<file path="src/rtl/lcd_seq_pkg.sv">
package lcd_seq_pkg;

  localparam int unsigned SCRIPT_LEN = 8;
  localparam int unsigned CMD_LEN    = 4;
  localparam logic [7:0]  CLEAR_OP   = 8'h01;

  typedef enum logic [2:0] {
    ST_PWRON,
    ST_LOAD,
    ST_SETUP,
    ST_PULSE,
    ST_HOLD,
    ST_EXEC,
    ST_DONE
  } seqState_t;

  typedef enum logic [1:0] {
    TM_SETUP,
    TM_PULSE,
    TM_HOLD,
    TM_EXEC
  } tmrSel_t;

  // Strobes from the controller to the datapath
  typedef struct packed {
    logic    tmrLoad;
    tmrSel_t tmrSel;
    logic    busLoad;
    logic    stepAdv;
    logic    eSet;
    logic    eClr;
    logic    doneSet;
  } seqCtl_t;

  // Script contents: set-up commands first, then the text
  function automatic logic [7:0] scriptByte(input int unsigned idx);
    case (idx)
      0:       return 8'h38;
      1:       return CLEAR_OP;
      2:       return 8'h06;
      3:       return 8'h0C;
      4:       return 8'h53;
      5:       return 8'h48;
      6:       return 8'h52;
      default: return 8'h49;
    endcase
  endfunction

  function automatic logic scriptIsChar(input int unsigned idx);
    return idx >= CMD_LEN;
  endfunction

  // Nanoseconds to whole cycles, rounded up, never below one
  function automatic int unsigned nsToCycles(input longint unsigned ns,
                                             input longint unsigned periodPs);
    longint unsigned c;
    c = (ns * 64'd1000 + periodPs - 64'd1) / periodPs;
    if (c == 0) c = 1;
    return int'(c);
  endfunction

  function automatic int unsigned maxOf(input int unsigned a, input int unsigned b);
    return (a > b) ? a : b;
  endfunction

endpackage

</file>
<file path="src/rtl/lcd_seq_timer.sv">
module lcd_seq_timer #(
  parameter int unsigned           W       = 8,
  parameter logic [W-1:0]          RST_VAL = '0
) (
  input  logic         clk,
  input  logic         rst,
  input  logic         load,
  input  logic [W-1:0] loadVal,
  output logic         zero
);
  logic [W-1:0] cnt;

  always_ff @(posedge clk) begin
    if (rst)               cnt <= RST_VAL;
    else if (load)         cnt <= loadVal;
    else if (cnt != '0)    cnt <= cnt - 1'b1;
  end

  assign zero = (cnt == '0);
endmodule

</file>
<file path="src/rtl/lcd_seq_dp.sv">
module lcd_seq_dp
  import lcd_seq_pkg::*;
#(
  parameter int unsigned TMR_W      = 8,
  parameter int unsigned POWERON_CY = 4,
  parameter int unsigned SETUP_CY   = 1,
  parameter int unsigned EHIGH_CY   = 2,
  parameter int unsigned HOLD_CY    = 1,
  parameter int unsigned CMD_CY     = 4,
  parameter int unsigned CLEAR_CY   = 8
) (
  input  logic       clk,
  input  logic       rst,
  input  seqCtl_t    ctl,
  output logic [7:0] lcdData,
  output logic       lcdRs,
  output logic       lcdEn,
  output logic       done,
  output logic       tmrZero,
  output logic       lastStep
);
  localparam int unsigned STEP_W = $clog2(SCRIPT_LEN);
  localparam logic [TMR_W-1:0] PWR_LD   = TMR_W'(POWERON_CY - 1);
  localparam logic [TMR_W-1:0] SETUP_LD = TMR_W'(SETUP_CY - 1);
  localparam logic [TMR_W-1:0] EHIGH_LD = TMR_W'(EHIGH_CY - 1);
  localparam logic [TMR_W-1:0] HOLD_LD  = TMR_W'(HOLD_CY - 1);
  localparam logic [TMR_W-1:0] CMD_LD   = TMR_W'(CMD_CY - 1);
  localparam logic [TMR_W-1:0] CLEAR_LD = TMR_W'(CLEAR_CY - 1);

  logic [STEP_W-1:0] stepIdx;
  logic [TMR_W-1:0]  tmrVal;

  always_ff @(posedge clk) begin
    if (rst)              stepIdx <= '0;
    else if (ctl.stepAdv) stepIdx <= stepIdx + 1'b1;
  end

  assign lastStep = (stepIdx == STEP_W'(SCRIPT_LEN - 1));

  // Bus byte and select are registered together from the step index
  always_ff @(posedge clk) begin
    if (rst) begin
      lcdData <= '0;
      lcdRs   <= 1'b0;
    end else if (ctl.busLoad) begin
      lcdData <= scriptByte(int'(stepIdx));
      lcdRs   <= scriptIsChar(int'(stepIdx));
    end
  end

  always_ff @(posedge clk) begin
    if (rst)           lcdEn <= 1'b0;
    else if (ctl.eSet) lcdEn <= 1'b1;
    else if (ctl.eClr) lcdEn <= 1'b0;
  end

  always_ff @(posedge clk) begin
    if (rst)              done <= 1'b0;
    else if (ctl.doneSet) done <= 1'b1;
  end

  always_comb begin
    case (ctl.tmrSel)
      TM_SETUP: tmrVal = SETUP_LD;
      TM_PULSE: tmrVal = EHIGH_LD;
      TM_HOLD:  tmrVal = HOLD_LD;
      default:  tmrVal = (lcdData == CLEAR_OP) ? CLEAR_LD : CMD_LD;
    endcase
  end

  lcd_seq_timer #(
    .W       (TMR_W),
    .RST_VAL (PWR_LD)
  ) u_timer (
    .clk     (clk),
    .rst     (rst),
    .load    (ctl.tmrLoad),
    .loadVal (tmrVal),
    .zero    (tmrZero)
  );
endmodule

</file>
<file path="src/rtl/lcd_seq_ctrl.sv">
module lcd_seq_ctrl
  import lcd_seq_pkg::*;
(
  input  logic    clk,
  input  logic    rst,
  input  logic    tmrZero,
  input  logic    lastStep,
  output seqCtl_t ctl
);
  seqState_t state, stateNext;

  always_ff @(posedge clk) begin
    if (rst) state <= ST_PWRON;
    else     state <= stateNext;
  end

  always_comb begin
    stateNext = state;
    ctl       = '0;
    ctl.tmrSel = TM_SETUP;
    case (state)
      ST_PWRON: if (tmrZero) stateNext = ST_LOAD;
      ST_LOAD: begin
        ctl.busLoad = 1'b1;
        ctl.tmrLoad = 1'b1;
        ctl.tmrSel  = TM_SETUP;
        stateNext   = ST_SETUP;
      end
      ST_SETUP: if (tmrZero) begin
        ctl.eSet    = 1'b1;
        ctl.tmrLoad = 1'b1;
        ctl.tmrSel  = TM_PULSE;
        stateNext   = ST_PULSE;
      end
      ST_PULSE: if (tmrZero) begin
        ctl.eClr    = 1'b1;
        ctl.tmrLoad = 1'b1;
        ctl.tmrSel  = TM_HOLD;
        stateNext   = ST_HOLD;
      end
      ST_HOLD: if (tmrZero) begin
        ctl.tmrLoad = 1'b1;
        ctl.tmrSel  = TM_EXEC;
        stateNext   = ST_EXEC;
      end
      ST_EXEC: if (tmrZero) begin
        if (lastStep) begin
          ctl.doneSet = 1'b1;
          stateNext   = ST_DONE;
        end else begin
          ctl.stepAdv = 1'b1;
          stateNext   = ST_LOAD;
        end
      end
      default: stateNext = ST_DONE;
    endcase
  end
endmodule

</file>
<file path="src/rtl/lcd_write_seq.sv">
module lcd_write_seq
  import lcd_seq_pkg::*;
#(
  parameter int unsigned CLK_PERIOD_PS = 4000,
  parameter int unsigned E_MIN_NS      = 450,
  parameter int unsigned POWERON_NS    = 15_000_000,
  parameter int unsigned CMD_EXEC_NS   = 40_000,
  parameter int unsigned CLEAR_EXEC_NS = 1_600_000,
  parameter int unsigned SETUP_CYC     = 1,
  parameter int unsigned HOLD_CYC      = 1
) (
  input  logic       clk,
  input  logic       rst,
  output logic [7:0] lcdData,
  output logic       lcdRs,
  output logic       lcdRw,
  output logic       lcdEn,
  output logic       done
);
  localparam int unsigned E_HIGH_CYC  = nsToCycles(E_MIN_NS, CLK_PERIOD_PS);
  localparam int unsigned POWERON_CYC = nsToCycles(POWERON_NS, CLK_PERIOD_PS);
  localparam int unsigned CMD_CYC     = nsToCycles(CMD_EXEC_NS, CLK_PERIOD_PS);
  localparam int unsigned CLEAR_CYC   = nsToCycles(CLEAR_EXEC_NS, CLK_PERIOD_PS);
  localparam int unsigned MAX_CYC     =
      maxOf(maxOf(maxOf(E_HIGH_CYC, POWERON_CYC), maxOf(CMD_CYC, CLEAR_CYC)),
            maxOf(SETUP_CYC, HOLD_CYC));
  localparam int unsigned TMR_W = $clog2(MAX_CYC + 1);

  seqCtl_t ctl;
  logic    tmrZero;
  logic    lastStep;

  assign lcdRw = 1'b0;

  lcd_seq_ctrl u_ctrl (
    .clk      (clk),
    .rst      (rst),
    .tmrZero  (tmrZero),
    .lastStep (lastStep),
    .ctl      (ctl)
  );

  lcd_seq_dp #(
    .TMR_W      (TMR_W),
    .POWERON_CY (POWERON_CYC),
    .SETUP_CY   (SETUP_CYC),
    .EHIGH_CY   (E_HIGH_CYC),
    .HOLD_CY    (HOLD_CYC),
    .CMD_CY     (CMD_CYC),
    .CLEAR_CY   (CLEAR_CYC)
  ) u_dp (
    .clk      (clk),
    .rst      (rst),
    .ctl      (ctl),
    .lcdData  (lcdData),
    .lcdRs    (lcdRs),
    .lcdEn    (lcdEn),
    .done     (done),
    .tmrZero  (tmrZero),
    .lastStep (lastStep)
  );
endmodule

</file>
<file path="config.mk">
export PLATFORM = sky130hd
export DESIGN_NAME = lcd_write_seq
export DESIGN_NICKNAME = d
export VERILOG_FILES = /design/src/rtl/lcd_seq_pkg.sv /design/src/rtl/lcd_seq_timer.sv /design/src/rtl/lcd_seq_dp.sv /design/src/rtl/lcd_seq_ctrl.sv /design/src/rtl/lcd_write_seq.sv
export SDC_FILE = /design/constraint.sdc
export NUM_CORES = 1
export LEC_CHECK = 0
export ABC_AREA = 1
export BUFFER_PORTS_ARGS = -buffer_cell sky130_fd_sc_hd__buf_2
export CAP_MARGIN = 20
export CORE_ASPECT_RATIO = 0.75
export CORE_MARGIN = 4
export CORE_UTILIZATION = 60
export DETAILED_ROUTE_END_ITERATION = 16
export PLACE_DENSITY = 0.8
export SLEW_MARGIN = 20
export SYNTH_ARGS = -nofsm -noshare
export SYNTH_HDL_FRONTEND = slang
export SYNTH_SLANG_ARGS = --single-unit
</file>
<file path="constraint.sdc">
create_clock -name clk -period 2 [get_ports clk]
set_input_delay 0.1 -clock clk [delete_from_list [all_inputs] [get_ports clk]]
set_output_delay 0.1 -clock clk [all_outputs]
set_load 0.02 [all_outputs]
</file>
Yosys cells after proc, flatten, opt, wreduce, memory -nomap -nowiden
Cells that the tools add are included.

cells by class
  add/sub/neg operators = 2
  $lt $le $gt $ge = 1
  eq/ne operators = 20
  multiplexer cells = 28
  reduce and logical (&&, ||, !) cells = 9

operator list
  cell                     count
  $pmux W7 S7              1
  $mux W22                 2
  $pmux W22 S2             1
  $mux W3                  9
  $logic_not A22 Y1        1
  $reduce_bool A22 Y1      1
  $sub A22 B1 Y22 const B  1
  $mux W19                 1
  $eq A3 B3 Y1 const B     6
  $pmux W3 S6              1
  $eq A3 B2 Y1 const B     4
  $mux W1                  12
  $pmux W3 S4              1
  $ne A2 B2 Y1 const B     5
  $eq A8 B1 Y1 const B     1
  $eq A3 B1 Y1 const B     2
  $logic_not A3 Y1         2
  $reduce_and A5 Y1        1
  $reduce_bool A2 Y1       2
  $add A3 B1 Y3 const B    1
  $ge A3 B3 Y1 const B     1
  $eq A2 B1 Y1 const B     1
  $eq A2 B2 Y1 const B     1
  $logic_not A2 Y1         1
  $reduce_or A2 Y1         1

word-level totals
  register bits after elaboration = 39
  bits of input ports = 2
  output and inout port bits = 12
  logic and storage cells = 67

Logic depth before layout (Yosys ltp)
Gate-level depths: netlist (run 1).

  depth in word-level cells = 7
  gate-level depth with buffers = 12
  gate-level depth less buffers = 11

Hierarchy
From an unflattened synthesis (run 1), not the netlist that was laid out.

unflattened totals
  cell total of the unflattened synthesis = 350
  area, all modules = 2363.5 sq um

modules (own cells, without submodules)
  module         times used  cells each  area each (sq um)
  lcd_seq_timer  1           207         1357.6
  lcd_seq_dp     1           95          710.7
  lcd_seq_ctrl   1           46          284.0
  lcd_write_seq  1           2           11.3

Least setup slack after synthesis (run 1)
No wires, ideal clock.

  path type = register -> register
  start = register u_dp.u_timer.cnt[0]
  end = register u_dp.u_timer.cnt[5]
  arrival time = 1.458 ns
  data required time = 1.874 ns
  setup slack = 0.416 ns
  stages on the path, launching flop included = 13
  buffers on the path = 1
  clock period less this slack = 1.584 ns
  path through = dfxtp_1 -> inv_1 -> ha_1 -> nand3_1 -> nor2_2 -> nand3_4 -> nand2_4 -> nand2_4 -> buf_6 -> nand2_1 -> nand2_1 -> nand2_1 -> nand2_1

between the ends
  longest elaborated chain between the ends = 7
  elaborated cells between the ends (all ways) = 15

ends and longest elaborated chain
  what                                              RTL line                                                    text
  start: declaration                                lcd_seq_timer.sv:11                                         logic [W-1:0] cnt;
  start signal: assignment                          lcd_seq_timer.sv:15                                         else if (load) cnt <= loadVal;
  start signal: assignment                          lcd_seq_timer.sv:16                                         else if (cnt != '0) cnt <= cnt - 1'b1;
  $logic_not A22 Y1                                 lcd_seq_timer.sv:19                                         assign zero = (cnt == '0);
  $mux W3 (on tied branches)                        lcd_seq_ctrl.sv:41, lcd_seq_ctrl.sv:29, lcd_seq_ctrl.sv:35
  $pmux W3 S4                                       lcd_seq_ctrl.sv:21                                          case (state)
  $eq A2 B2 Y1 or $logic_not A2 Y1 (tied branches)  lcd_seq_dp.sv:63                                            case (ctl.tmrSel)
  $reduce_or A2 Y1 (no line)                        --
  $pmux W22 S2                                      lcd_seq_dp.sv:63
  $mux W22                                          lcd_seq_timer.sv:15

Parallel ways exist; a longest one is shown, timed or not. The select of a mux whose other input is x is not followed.
A chain may end at the register's enable or synchronous reset.

Final worst setup path (run 1)
Ends and elaborated chain as after synthesis.

==> summary by stage, run 1 <==
Final layout
The finished cells cover between 2000 and 3000 um2. In the layout the commonest cells are sky130_fd_sc_hd__nand2_1 (107), sky130_fd_sc_hd__nor2_1 (64), sky130_fd_sc_hd__dfxtp_1 (38), sky130_fd_sc_hd__inv_1 (34), sky130_fd_sc_hd__nand3_1 (16). From synthesis to final layout, the design area changed by 8.25%. Excluding fillers, the count of instances in the completed layout stands at 434. Cells with a size suffix above 1 make up 11.3% of the layout.

The repair_antennas step left the layout with diodes totalling 0. After the last flow step, the layout net total stands at 391. Leaving out fill and tap cells, the most frequent cell in the layout is sky130_fd_sc_hd__nand2_1.

GRT
For this run, the total global-route usage over all layers was measured as a little under a quarter. The global-route wire length before repair is between 9000 and 10000 um. The total overflow left after global routing is 0. The number of global-route vias before repair is between 2000 and 2500. The maximum number of pins on one net before global-route repair is 23. The number of antenna violations at the first check in global routing is 0.

Timing
The number of max-slew violations in the final report is 0. The total of endpoints with negative setup slack in the final report is 0. For the final routed database, the setup TNS stands at 0 ns. The final count of hold timing violations is 0.

The clock skew is ~0.0076 ns. After layout, the worst path uses just under 90% of the clock period. At the pin with the least slew margin, the transition time is roughly 0.51 ns. The worst slew slack as a fraction of its limit is about 66%. The maximum operating frequency is 569 MHz. Setup repair after global routing left no endpoint under its margin. The post-layout minimum cycle time is 1.76 ns.

Pwr
The peak ir drop on the vdd network is around 0.4 mV. In this run the static leakage power is 1.19 nW. The cell area power density is roughly 530 nW/um2. The post-layout total power is between 1 and 1.5 mW.

Setup path
The most critical setup path has its startpoint at u_dp.u_timer.cnt[0]$_SDFFE_PP1P_. The worst setup path is captured at a flop. Of all nets on the critical path, the largest fanout is 22. Data on the critical path is required at its endpoint by 2.17 ns. The startpoint identified for the worst register-to-register timing path is u_dp.u_timer.cnt[0]$_SDFFE_PP1P_. The classification of the worst setup path is flop to flop. Data arrives at the worst endpoint at approximately 1.9 ns. The startpoint type of the worst setup path is a flop.

Floorplan
In this run the core area contains 19 standard-cell rows. Measured along the y axis, the die boundary spans roughly 62 um. The total die area is 5020 um2. During I/O placement, the number of pins put on the boundary was 14. For this configuration, the core starts out at a cell density of 63.4%.

The die span in x is 80.5 um. The region available for standard cell placement spans ~3700 um2.

Placed design
The count of input and output buffers is 11. The area of placed instances is ~2500 um2. In this run, placement finished with an instance count of 426. Routability-driven placement finished with a final weighted congestion of roughly 0.94. The HPWL after detailed placement is 4280 um.

Clocking
Post-CTS timing repair inserted 0 buffers for setup. TritonCTS built the clock tree. The cell at the root of the clock tree is sky130_fd_sc_hd__clkbuf_8. The clock-pin slew reported for the worst setup and hold paths after clock tree synthesis is ~0.080 ns.

The number of buffers on the longest clock path is 2. Counting the buffers created by CTS gives 5. For this design, the CTS-stage hold fixing added 0 buffers. For the worst-skew pair, the clock arrives at the later sink with an insertion delay of a little under 0.3 ns. The post-CTS resize count is 0. The number of clock sinks is 38. The H-tree was split into 2 levels.

Routing
The number of vias in the routed layout is about 2400. For this block, the routed nets add up to about 5600 um of wire. The first detailed-routing pass took 5 iterations. In this run the remaining antenna-violating nets after routing total 0. The residual DRC count is 0. The number of design-rule violations left by the first detailed-router iteration is around 250. After detailed routing, the number of vias per cell comes to 5.41.

The average routed wire per standard cell is between 10 and 15 um.

Synth
After synthesis, the largest family of logic cells by area is simple AND/OR/NAND/NOR gates. The count of unique library cells instantiated by Yosys is 34. The synthesized cell area is about 2400 um2. Synthesis inferred 38 register bits. The fraction of synthesized cell area in xor and xnor cells is under 10%. The number of warnings issued by yosys is 0.

The synthesized netlist devotes about 8.5% of its cell area to compound gates. The average footprint of a synthesized cell is about 6.5 um2. Synthesis handed over a netlist of approximately 370 instances. The share of synthesized cell area in and, or, nand and nor gates is a little over two fifths. The mux share of post-synthesis cell area is 0%. The post-synthesis adder-cell area fraction is under 10%. For this run, the register share of the synthesized area comes to between 30% and 40%.

Min path
The worst hold path begins at rst. The classification of the worst-slack hold path is primary input to flop.

Flow run
Across the run, the number of max-cap violations was 0.

Run status
The flow ran to the end, and the final reports show no timing, DRC or antenna violations.
-- cell usage after synthesis (all sizes together) --
master | number | area [um2]
a21boi | 1 | 7.51
a21oi | 14 | 70.1
a221oi | 1 | 8.76
a31oi | 4 | 25.0
buf | 4 | 31.3
clkbuf | 3 | 11.3
clkinv | 2 | 7.51
conb | 1 | 3.75
dfxtp | 38 | 761
ha | 8 | 100
inv | 37 | 139
nand2 | 113 | 449
nand3 | 18 | 108
nand3b | 1 | 7.51
nand4 | 10 | 68.8
nor2 | 73 | 320
nor3 | 8 | 40.0
nor4 | 1 | 6.26
o21ai | 17 | 88.8
xnor2 | 7 | 61.3
xor2 | 6 | 52.6
-- registers in the layout, summed over array words and instances (netlist names) --
signal,flops
u_dp.lcdEn,1
u_ctrl.state,3
u_dp.lcdData,7
u_dp.done,1
u_dp.stepIdx,3
u_dp.lcdRs,1
u_dp.u_timer.cnt,22
-- worst paths after layout --
check | endpoint | slack (ns) | cells after the start
max | u_dp.u_timer.cnt[5]$_SDFFE_PP1P_ | 0.24 | 10
min reg2reg | u_dp.lcdRs$_SDFFE_PP0P_ | 0.46 | 2
min | u_dp.u_timer.cnt[10]$_SDFFE_PP0P_ | 0.14 | 2
max reg2reg | u_dp.u_timer.cnt[5]$_SDFFE_PP1P_ | 0.24 | 10
-- cell families after synthesis --
group                      Yosys count
and+or+nand+nor                    224
DFF                                 38
xor gates and xnor gates            13
other                                1
adders and majority gates            8
AOI/OAI and AO/OA                   37
buffers and inverters               46
-- power by group --
group / internal, mW / switching, mW / leakage, nW / total (mW)
registers: 0.761 / 0.00375 / 0.307 / 0.765
clock network: 0.278 / 0.272 / 0.0482 / 0.551
logic: 0.0138 / 0.0353 / 0.838 / 0.0491
-- layout make-up --
| type | instances | area, um2 |
|---|---|---|
| timing repair buffer | 13 | 70.1 |
| clock buffer | 7 | 86.3 |
| multi-input combinational | 284 | 1430 |
| clock inverter | 1 | 5.00 |
| fill | 331 | 1170 |
| tap | 52 | 65.1 |
| inverter | 39 | 146 |
| sequential | 38 | 761 |
-- per-stage QoR --
step | hold slack, ns | util (%) | setup slack (ns)
floorplan | 0.319 | - | 0.416
global placement | 0.431 | 66.0 | 0.204
detailed placement | 0.435 | 66.0 | 0.190
CTS | 0.134 | 68.5 | 0.171
global route | 0.161 | 68.7 | 0.0673
finish | 0.139 | 68.7 | 0.244
-- per-layer routing --
metal / up-vias / part of all wire, % / track usage, %
met4: 0 / 1.1 / 6.54
met2: 108 / 39 / 31.8
met1: 1043 / 51 / 36.6
met3: 11 / 8.9 / 6.34
met5: - / 0 / 0
li1: 1188 / - / -
-- critical path: stages, from the launching register on --
cell and delay [ns]:
sky130_fd_sc_hd__dfxtp_1 0.37, sky130_fd_sc_hd__inv_2 0.08, sky130_fd_sc_hd__ha_1 0.23, sky130_fd_sc_hd__nand3_1 0.13, sky130_fd_sc_hd__nor2_4 0.06, sky130_fd_sc_hd__nand3_4 0.11, sky130_fd_sc_hd__nand2_4 0.07, sky130_fd_sc_hd__nand2_4 0.22
sky130_fd_sc_hd__nand2_2 0.19, sky130_fd_sc_hd__nand2_1 0.12, sky130_fd_sc_hd__nand2_1 0.05
Power figures use the tool's default switching activity.
==> run 2, diff against run 1 <==
--- a/config.mk
+++ b/config.mk
@@ -10,9 +10,9 @@
 export CAP_MARGIN = 20
 export CORE_ASPECT_RATIO = 0.75
 export CORE_MARGIN = 4
-export CORE_UTILIZATION = 60
+export CORE_UTILIZATION = 40
 export DETAILED_ROUTE_END_ITERATION = 16
-export PLACE_DENSITY = 0.8
+export PLACE_DENSITY = 0.57
 export SLEW_MARGIN = 20
 export SYNTH_ARGS = -nofsm -noshare
 export SYNTH_HDL_FRONTEND = slang
==> constraint.sdc (replaced) <==
create_clock -name clk -period 2.2 [get_ports clk]
set_input_delay 0.11 -clock clk [delete_from_list [all_inputs] [get_ports clk]]
set_output_delay 0.11 -clock clk [all_outputs]
set_load 0.02 [all_outputs]
==> run 2 against run 1 <==
  * First-iteration DRC count down 36%
  * Count of clock-buffer cells in the layout is 2 lower
  * Clock power increased by 33%
  * Via count is 3.2% lower
  * Sequential cell count is the same
  * Critical endpoint is now u_dp.u_timer.cnt[20]$_SDFFE_PP1P_
  * Critical path type unchanged
  * Highest routed layer unchanged
  * Wire length grew 6.7%
  * Register-to-register slack improved by 0.03 ns
  * Maximum frequency fell by 8.8%
  * Worst setup slack gained 0.031 ns
==> summary by stage, run 2 (synthesized netlist as in run 1, its figures left out) <==
Timing
The clock skew was 0.0106 ns (+0.00307 ns). The final count of hold timing violations was 0 (unchanged). The share of the clock period used by the worst path after layout is 87.5% (-0.31 points). The maximum operating frequency is 520 MHz (-8.8%).

The slack of the critical path is 0.275 ns (+0.0313 ns). The total of endpoints with negative setup slack in the final report is 0 (unchanged). Setup repair after global routing left no endpoint under its margin.

The worst slew slack as a fraction of its limit is 59.3% (-6.4 points). The post-layout minimum cycle time is 1.92 ns (+0.169 ns). The sum of negative setup slack is 0 ns (unchanged). The number of max-slew violations in the final report is 0 (unchanged). The pin slew with the least headroom to its limit came to 0.610 ns (+0.0965 ns).

Pwr
The cell area power density is 560 nW/um2 (+5.2%). The peak ir drop on the vdd network is 0.242 mV (-41%). The post-layout total power is 1.47 mW (+7.9%). The leakage power is 1.22 nW (+2.0%).

Clocking
The number of clock sinks was 38 (unchanged). TritonCTS built the clock tree. In this run the clock root is driven by a sky130_fd_sc_hd__clkbuf_8. The clock latency at the later pin of the worst-skew pair came to 0.30 ns (about the same).

The post-CTS resize count is 0 (unchanged). The number of buffers on the longest clock path is 2 (unchanged). The total of hold buffers inserted after clock tree synthesis came to 0 (unchanged).

The buffer count from post-CTS setup fixing is 0 (unchanged). The clock buffer count from CTS is 5 (unchanged). The clock-pin slew reported for the worst setup and hold paths after clock tree synthesis came to 0.09 ns (about the same).

The CTS H-tree depth is 2 (unchanged).

Setup path
The maximum single-stage delay on the critical path is 0.37 ns (about the same). The cell type with the highest occurrence count on the critical path is sky130_fd_sc_hd__nand2_1. The critical-path cell with the highest stage delay is sky130_fd_sc_hd__ha_1. The arrival time of data at the critical path endpoint came to 2.12 ns (+0.19 ns).

The last element of the critical path is u_dp.u_timer.cnt[20]$_SDFFE_PP1P_. The number of cells traversed by the worst register-to-register path is 9 (-1). The startpoint type of the worst setup path is a flop. The endpoint kind of the worst setup timing path is a flop. Walking the worst path, the cells encountered are inv_1 > ha_1 > nand2_1 > nor2_1 > nand3_1 > nor2_1 > nand2_1 > nand3_1 > nand2_1. The classification of the worst setup path is flop to flop. The category of cells accounting for the largest share of critical-path delay is simple AND/OR/NAND/NOR gates. The path length in cells of the critical path is 9 (-1). The required time of the critical path came to 2.40 ns (+0.23 ns). The endpoint identified for the worst register-to-register timing path is u_dp.u_timer.cnt[20]$_SDFFE_PP1P_. The setup slack of the most critical reg-to-reg path was 0.28 ns (+0.03 ns). The maximum fanout along the worst path is 7 (-68%).

The critical path buffer and inverter count is 1 (unchanged). The source of the critical timing path is u_dp.u_timer.cnt[0]$_SDFFE_PP1P_. The startpoint identified for the worst register-to-register timing path is u_dp.u_timer.cnt[0]$_SDFFE_PP1P_.

Routing
The average routed wire per standard cell is 13.2 um (+1.4%). The detailed route wirelength on metal2 was 2230 um (+1.6%). The number of design-rule violations left by the first detailed-router iteration was 162 (-36%).

The routed length on met1 is 3400 um (+18%). The number of vias in the routed layout is 2274 (-3.2%). Routed signal wires occupy layers up through met4. The first-pass iteration count of the detailed router is 4 (-1).

The residual DRC count is 0 (unchanged). The detailed-route wire length is 6010 um (+6.7%). The number of routed nets with antenna violations is 0 (unchanged).

The vias per cell is 4.98 (-8.1%). The detailed-routed wire length on met3 is 307 um (-39%).

Floorplan
The initial core utilization is 42.8% (-21 points). The total die area was 7230 um2 (+44%). The die span in x is 96.8 um (+20%).

The total I/O pin count came to 14 (unchanged). The number of placement rows is 23 (+4). The height of the chip is 74.6 um (+20%). The standard cell core area is 5530 um2 (+48%).

GRT
The maximum number of pins on one net before global-route repair is 23 (unchanged). The overflow left after global routing is 0 (unchanged). The number of global-route vias before repair is 1866 (-9.1%). The global-route wire length before repair is 9800 um (+3.2%). The number of antenna violations at the first check in global routing is 0 (unchanged).

The global-route usage over all layers was 17.2% (-6.5 points).

Final layout
The number of antenna cells inserted was 0 (unchanged). The area of all sequential standard cells is 761 um2 (unchanged). u_dp.u_timer.cnt holds more flip-flops than any other register. From synthesis to final layout, the design area changed by 11.1%. In the layout the commonest cells are sky130_fd_sc_hd__nand2_1 (107), sky130_fd_sc_hd__nor2_1 (64), sky130_fd_sc_hd__dfxtp_1 (38), sky130_fd_sc_hd__inv_1 (35), sky130_fd_sc_hd__nand3_1 (16). The layout cell share with drive strength beyond 1 is 11.0% (-0.26 points). The net count reported at finish is 391 (unchanged).

In the final layout, the registers with the most flip-flops are u_dp.u_timer.cnt: 22 flops, u_dp.lcdData: 7 flops. Leaving out fill and tap cells, the most frequent cell in the layout is sky130_fd_sc_hd__nand2_1. The flip-flop count of the largest register, all copies and words added was 22 (unchanged).

The filler cell count came to 590 (+78%). The multi-input logic area is 1420 um2 (-0.53%).

Min path
The tightest min-delay check is of the primary input to flop type.

Flow run
The max-cap check violation count is 0 (unchanged).

Placed design
The minimum setup slack after placement is 0.328 ns (+0.139 ns). The weighted congestion reported at the end of routability-driven placement is 0.945 (+0.31%). The count of input and output buffers came to 11 (unchanged). The HPWL after detailed placement is 4600 um (+7.4%).

Run status
The flow ran to the end, and the final reports show no timing, DRC or antenna violations.
run 2: cell types whose count changed in the layout (fill, tap and decap cells not counted), sizes merged:
cell    previous run  this run
bufinv             0         2
clkbuf             7         5
run 2: routing by layer:
metal,vias up,track usage [%]
li1,1191,-
met1,1024,27.4
met2,52,22.5
met3,7,3.80
met4,0,5.14
met5,-,0
run 2: area by class of cell:
class                      count  share of cell area, %
inverter                      39                   5.57
timing repair buffer          13                   2.66
tap                           75                   3.57
clock buffer                   5                   2.62
multi-input combinational    284                   54.0
sequential                    38                   28.9
clock inverter                 3                   2.62
run 2: power breakdown:
part	internal, mW	switching (mW)	total (mW)	leakage, nW
logic	0.0117	0.0326	0.0443	0.842
clock network	0.455	0.279	0.734	0.0683
registers	0.692	0.00312	0.695	0.307
run 2: metrics by stage:
stage | area [um2] | instances | hold slack [ns] | utilization, %
final | 2630 | 457 | 0.143 | 47.6
after global placement | 2490 | 449 | 0.451 | 45.1
after floorplan | 2370 | 368 | 0.329 | -
after detailed placement | 2490 | 449 | 0.449 | 45.1
after CTS | 2630 | 457 | 0.134 | 47.6
after global routing | 2630 | 457 | 0.156 | 47.6
run 2: worst min path at each step:
stage	from	to	slack [ns]	cells after the start
after detailed placement	rst	u_dp.u_timer.cnt[10]$_SDFFE_PP0P_	0.45	2
final	rst	u_dp.u_timer.cnt[10]$_SDFFE_PP0P_	0.14	2
after global placement	u_dp.lcdRs$_SDFFE_PP0P_	u_dp.lcdRs$_SDFFE_PP0P_	0.45	2
after floorplan	rst	u_dp.lcdData[0]$_SDFFE_PP0P_	0.33	3
after global routing	rst	u_dp.u_timer.cnt[7]$_SDFFE_PP0P_	0.16	2
after CTS	rst	u_dp.u_timer.cnt[10]$_SDFFE_PP0P_	0.13	2
==> run 3, diff against run 2 <==
--- a/config.mk
+++ b/config.mk
@@ -9,7 +9,6 @@
 export BUFFER_PORTS_ARGS = -buffer_cell sky130_fd_sc_hd__buf_2
 export CAP_MARGIN = 20
 export CORE_ASPECT_RATIO = 0.75
-export CORE_MARGIN = 4
 export CORE_UTILIZATION = 40
 export DETAILED_ROUTE_END_ITERATION = 16
 export PLACE_DENSITY = 0.57
==> run 3 against run 2 <==
  * Clock power fell by 34%
  * Critical path depth did not move
  * Sequential share of layout area rose by 0.62 points
  * Count of clock-buffer cells in the layout rose by 1
  * Sequential cell count did not move
  * Critical path type unchanged
  * Sequential power barely moved
  * Combinational power barely moved
  * Maximum frequency fell by 2.6%
  * Via count fell by 2.1%
  * Die area fell by 14%
  * Final cell count fell by 0.44%
==> summary by stage, run 3 (synthesized netlist as in run 1, its figures left out) <==
Setup path
The endpoint kind of the worst setup timing path is a flop. The maximum fanout along the worst path is 7 (unchanged). The arrival time of data at the critical path endpoint is 2.16 ns (+0.04 ns).

The required time of the critical path is 2.39 ns (about the same). The classification of the worst setup path is flop to flop. The startpoint type of the worst setup path is a flop.

GRT
The maximum number of pins on one net before global-route repair came to 23 (unchanged). The global-route wire length before repair is 10100 um (+2.9%). The number of antenna violations at the first check in global routing is 0 (unchanged). The overflow left after global routing was 0 (unchanged).

The number of global-route vias before repair is 2020 (+8.3%). The global-route usage over all layers is 21.2% (+4.0 points).

Routing
The vias per cell is 4.89 (-1.7%). The number of design-rule violations left by the first detailed-router iteration is 148 (-8.6%). The detailed-route wire length was 5990 um (-0.30%). The number of routed nets with antenna violations is 0 (unchanged). The average routed wire per standard cell is 13.2 um (+0.14%). The first-pass iteration count of the detailed router was 4 (unchanged). The residual DRC count is 0 (unchanged). The number of vias in the routed layout is 2226 (-2.1%).

Placed design
The count of input and output buffers was 11 (unchanged). The HPWL after detailed placement is 4640 um (+0.84%). The weighted congestion reported at the end of routability-driven placement came to 0.933 (-1.2%).

Timing
The number of max-slew violations in the final report is 0 (unchanged). The tightest hold margin is 0.148 ns (+0.00475 ns). The sum of negative setup slack is 0 ns (unchanged). The final count of hold timing violations came to 0 (unchanged). The share of the clock period used by the worst path after layout is 89.8% (+2.3 points). The pin slew with the least headroom to its limit is 0.595 ns (-0.0151 ns). The clock skew was 0.00588 ns (-0.00475 ns). The maximum operating frequency was 506 MHz (-2.6%).

Setup repair after global routing left no endpoint under its margin. The total of endpoints with negative setup slack in the final report is 0 (unchanged). The post-layout minimum cycle time is 1.98 ns (+0.0508 ns).

The worst slew slack as a fraction of its limit is 60.3% (+1.0 points).

Final layout
The number of antenna cells inserted is 0 (unchanged). In the final layout, the registers with the most flip-flops are u_dp.u_timer.cnt: 22 flops, u_dp.lcdData: 7 flops. The flip-flop count of the largest register, all copies and words added is 22 (unchanged). The most flop-heavy register is u_dp.u_timer.cnt. Compared with the post-synthesis result, the final layout area differs by 8.77%.

In the layout the commonest cells are sky130_fd_sc_hd__nand2_1 (107), sky130_fd_sc_hd__nor2_1 (64), sky130_fd_sc_hd__dfxtp_1 (38), sky130_fd_sc_hd__inv_1 (35), sky130_fd_sc_hd__nand3_1 (16). The layout cell share with drive strength beyond 1 is 10.5% (-0.47 points). The area of all sequential standard cells is 761 um2 (unchanged). The multi-input logic area is 1420 um2 (unchanged). The share of the core filled with cells in the final layout is 46.6% (-1.0 points). The commonest non-fill, non-tap cell in the layout is sky130_fd_sc_hd__nand2_1.

The net count reported at finish was 391 (unchanged). The filler cell count was 608 (+3.1%).

Clocking
The number of buffers on the longest clock path was 2 (unchanged). The CTS H-tree depth is 2 (unchanged). The total of hold buffers inserted after clock tree synthesis is 0 (unchanged). The post-CTS resize count is 0 (unchanged). The clock latency at the later pin of the worst-skew pair is 0.29 ns (about the same).

The TritonCTS clock tree is done. The cell at the root of the clock tree is sky130_fd_sc_hd__clkbuf_8. The number of clock sinks came to 38 (unchanged). The buffer count from post-CTS setup fixing came to 0 (unchanged).

The clock-pin slew reported for the worst setup and hold paths after clock tree synthesis is 0.07 ns (-0.02 ns). The clock buffer count from CTS is 5 (unchanged).

Pwr
The peak ir drop on the vdd network is 0.258 mV (+6.6%). The cell area power density is 474 nW/um2 (-15%). The leakage power was 1.19 nW (-2.1%).

Run status
The run finished with clean final reports.

Floorplan
The total die area came to 6230 um2 (-14%). The total I/O pin count came to 14 (unchanged). The number of placement rows is 23 (unchanged). The standard cell core area is 5530 um2 (unchanged). The height of the chip is 68.6 um (-8.0%). The die span in x was 90.8 um (-6.2%). The initial core utilization is 42.8% (unchanged).

Min path
The classification of the worst-slack hold path is primary input to flop.

Flow run
The max-cap check violation count is 0 (unchanged).
[run 3: path summary, 6_finish.rpt]
check / start / end / slack, ns / cells after the start
worst max-delay path: u_dp.u_timer.cnt[0]$_SDFFE_PP1P_ / u_dp.u_timer.cnt[20]$_SDFFE_PP1P_ / 0.22 / 9
worst min-delay path: rst / u_dp.u_timer.cnt[10]$_SDFFE_PP0P_ / 0.15 / 2
worst max register to register: u_dp.u_timer.cnt[0]$_SDFFE_PP1P_ / u_dp.u_timer.cnt[20]$_SDFFE_PP1P_ / 0.22 / 9
worst min register to register: u_dp.lcdRs$_SDFFE_PP0P_ / u_dp.lcdRs$_SDFFE_PP0P_ / 0.47 / 2
[run 3: final cells by class]
type,instances,area share [%]
Multi-Input combinational cell,284,55.2
Sequential cell,38,29.5
Inverter,39,5.69
Tap cell,75,3.64
Clock buffer,6,3.21
Timing Repair Buffer,13,2.72
[run 3: per-layer routing]
layer / vias up / routed length [um] / GRT usage [%]
li1: 1189 / - / -
met1: 975 / 3440 / 32.2
met2: 54 / 2160 / 29.6
met3: 8 / 306 / 3.73
met4: 0 / 81 / 7.74
met5: - / 0 / 0
[run 3: power by group]
group          total, mW  internal, mW  switching (mW)
Sequential         0.695         0.692         0.00336
Clock              0.481         0.242           0.239
Combinational     0.0440        0.0116          0.0324
Total               1.22         0.946           0.275
[run 3: through the flow]
| stage | cell area, um2 | cells | worst slack (ns) | power (mW) |
|---|---|---|---|---|
| 2_1_floorplan | 2370 | 368 | 0.616 | 0.746 |
| 3_3_place_gp | 2490 | 449 | 0.310 | 0.756 |
| 3_5_place_dp | 2490 | 449 | 0.279 | 0.755 |
| 4_1_cts | 2570 | 455 | 0.253 | 1.24 |
| 5_1_grt | 2570 | 455 | 0.0477 | 1.28 |
| 6_report | 2570 | 455 | 0.224 | 1.22 |
[run 3: critical path, stage by stage (launching register included)]
cell,delay [ns]
sky130_fd_sc_hd__dfxtp_1,0.32
sky130_fd_sc_hd__inv_1,0.18
sky130_fd_sc_hd__ha_1,0.38
sky130_fd_sc_hd__nand2_1,0.19
sky130_fd_sc_hd__nor2_1,0.28
sky130_fd_sc_hd__nand3_1,0.21
sky130_fd_sc_hd__nor2_1,0.13
sky130_fd_sc_hd__nand2_1,0.05
sky130_fd_sc_hd__nand3_1,0.07
sky130_fd_sc_hd__nand2_1,0.05
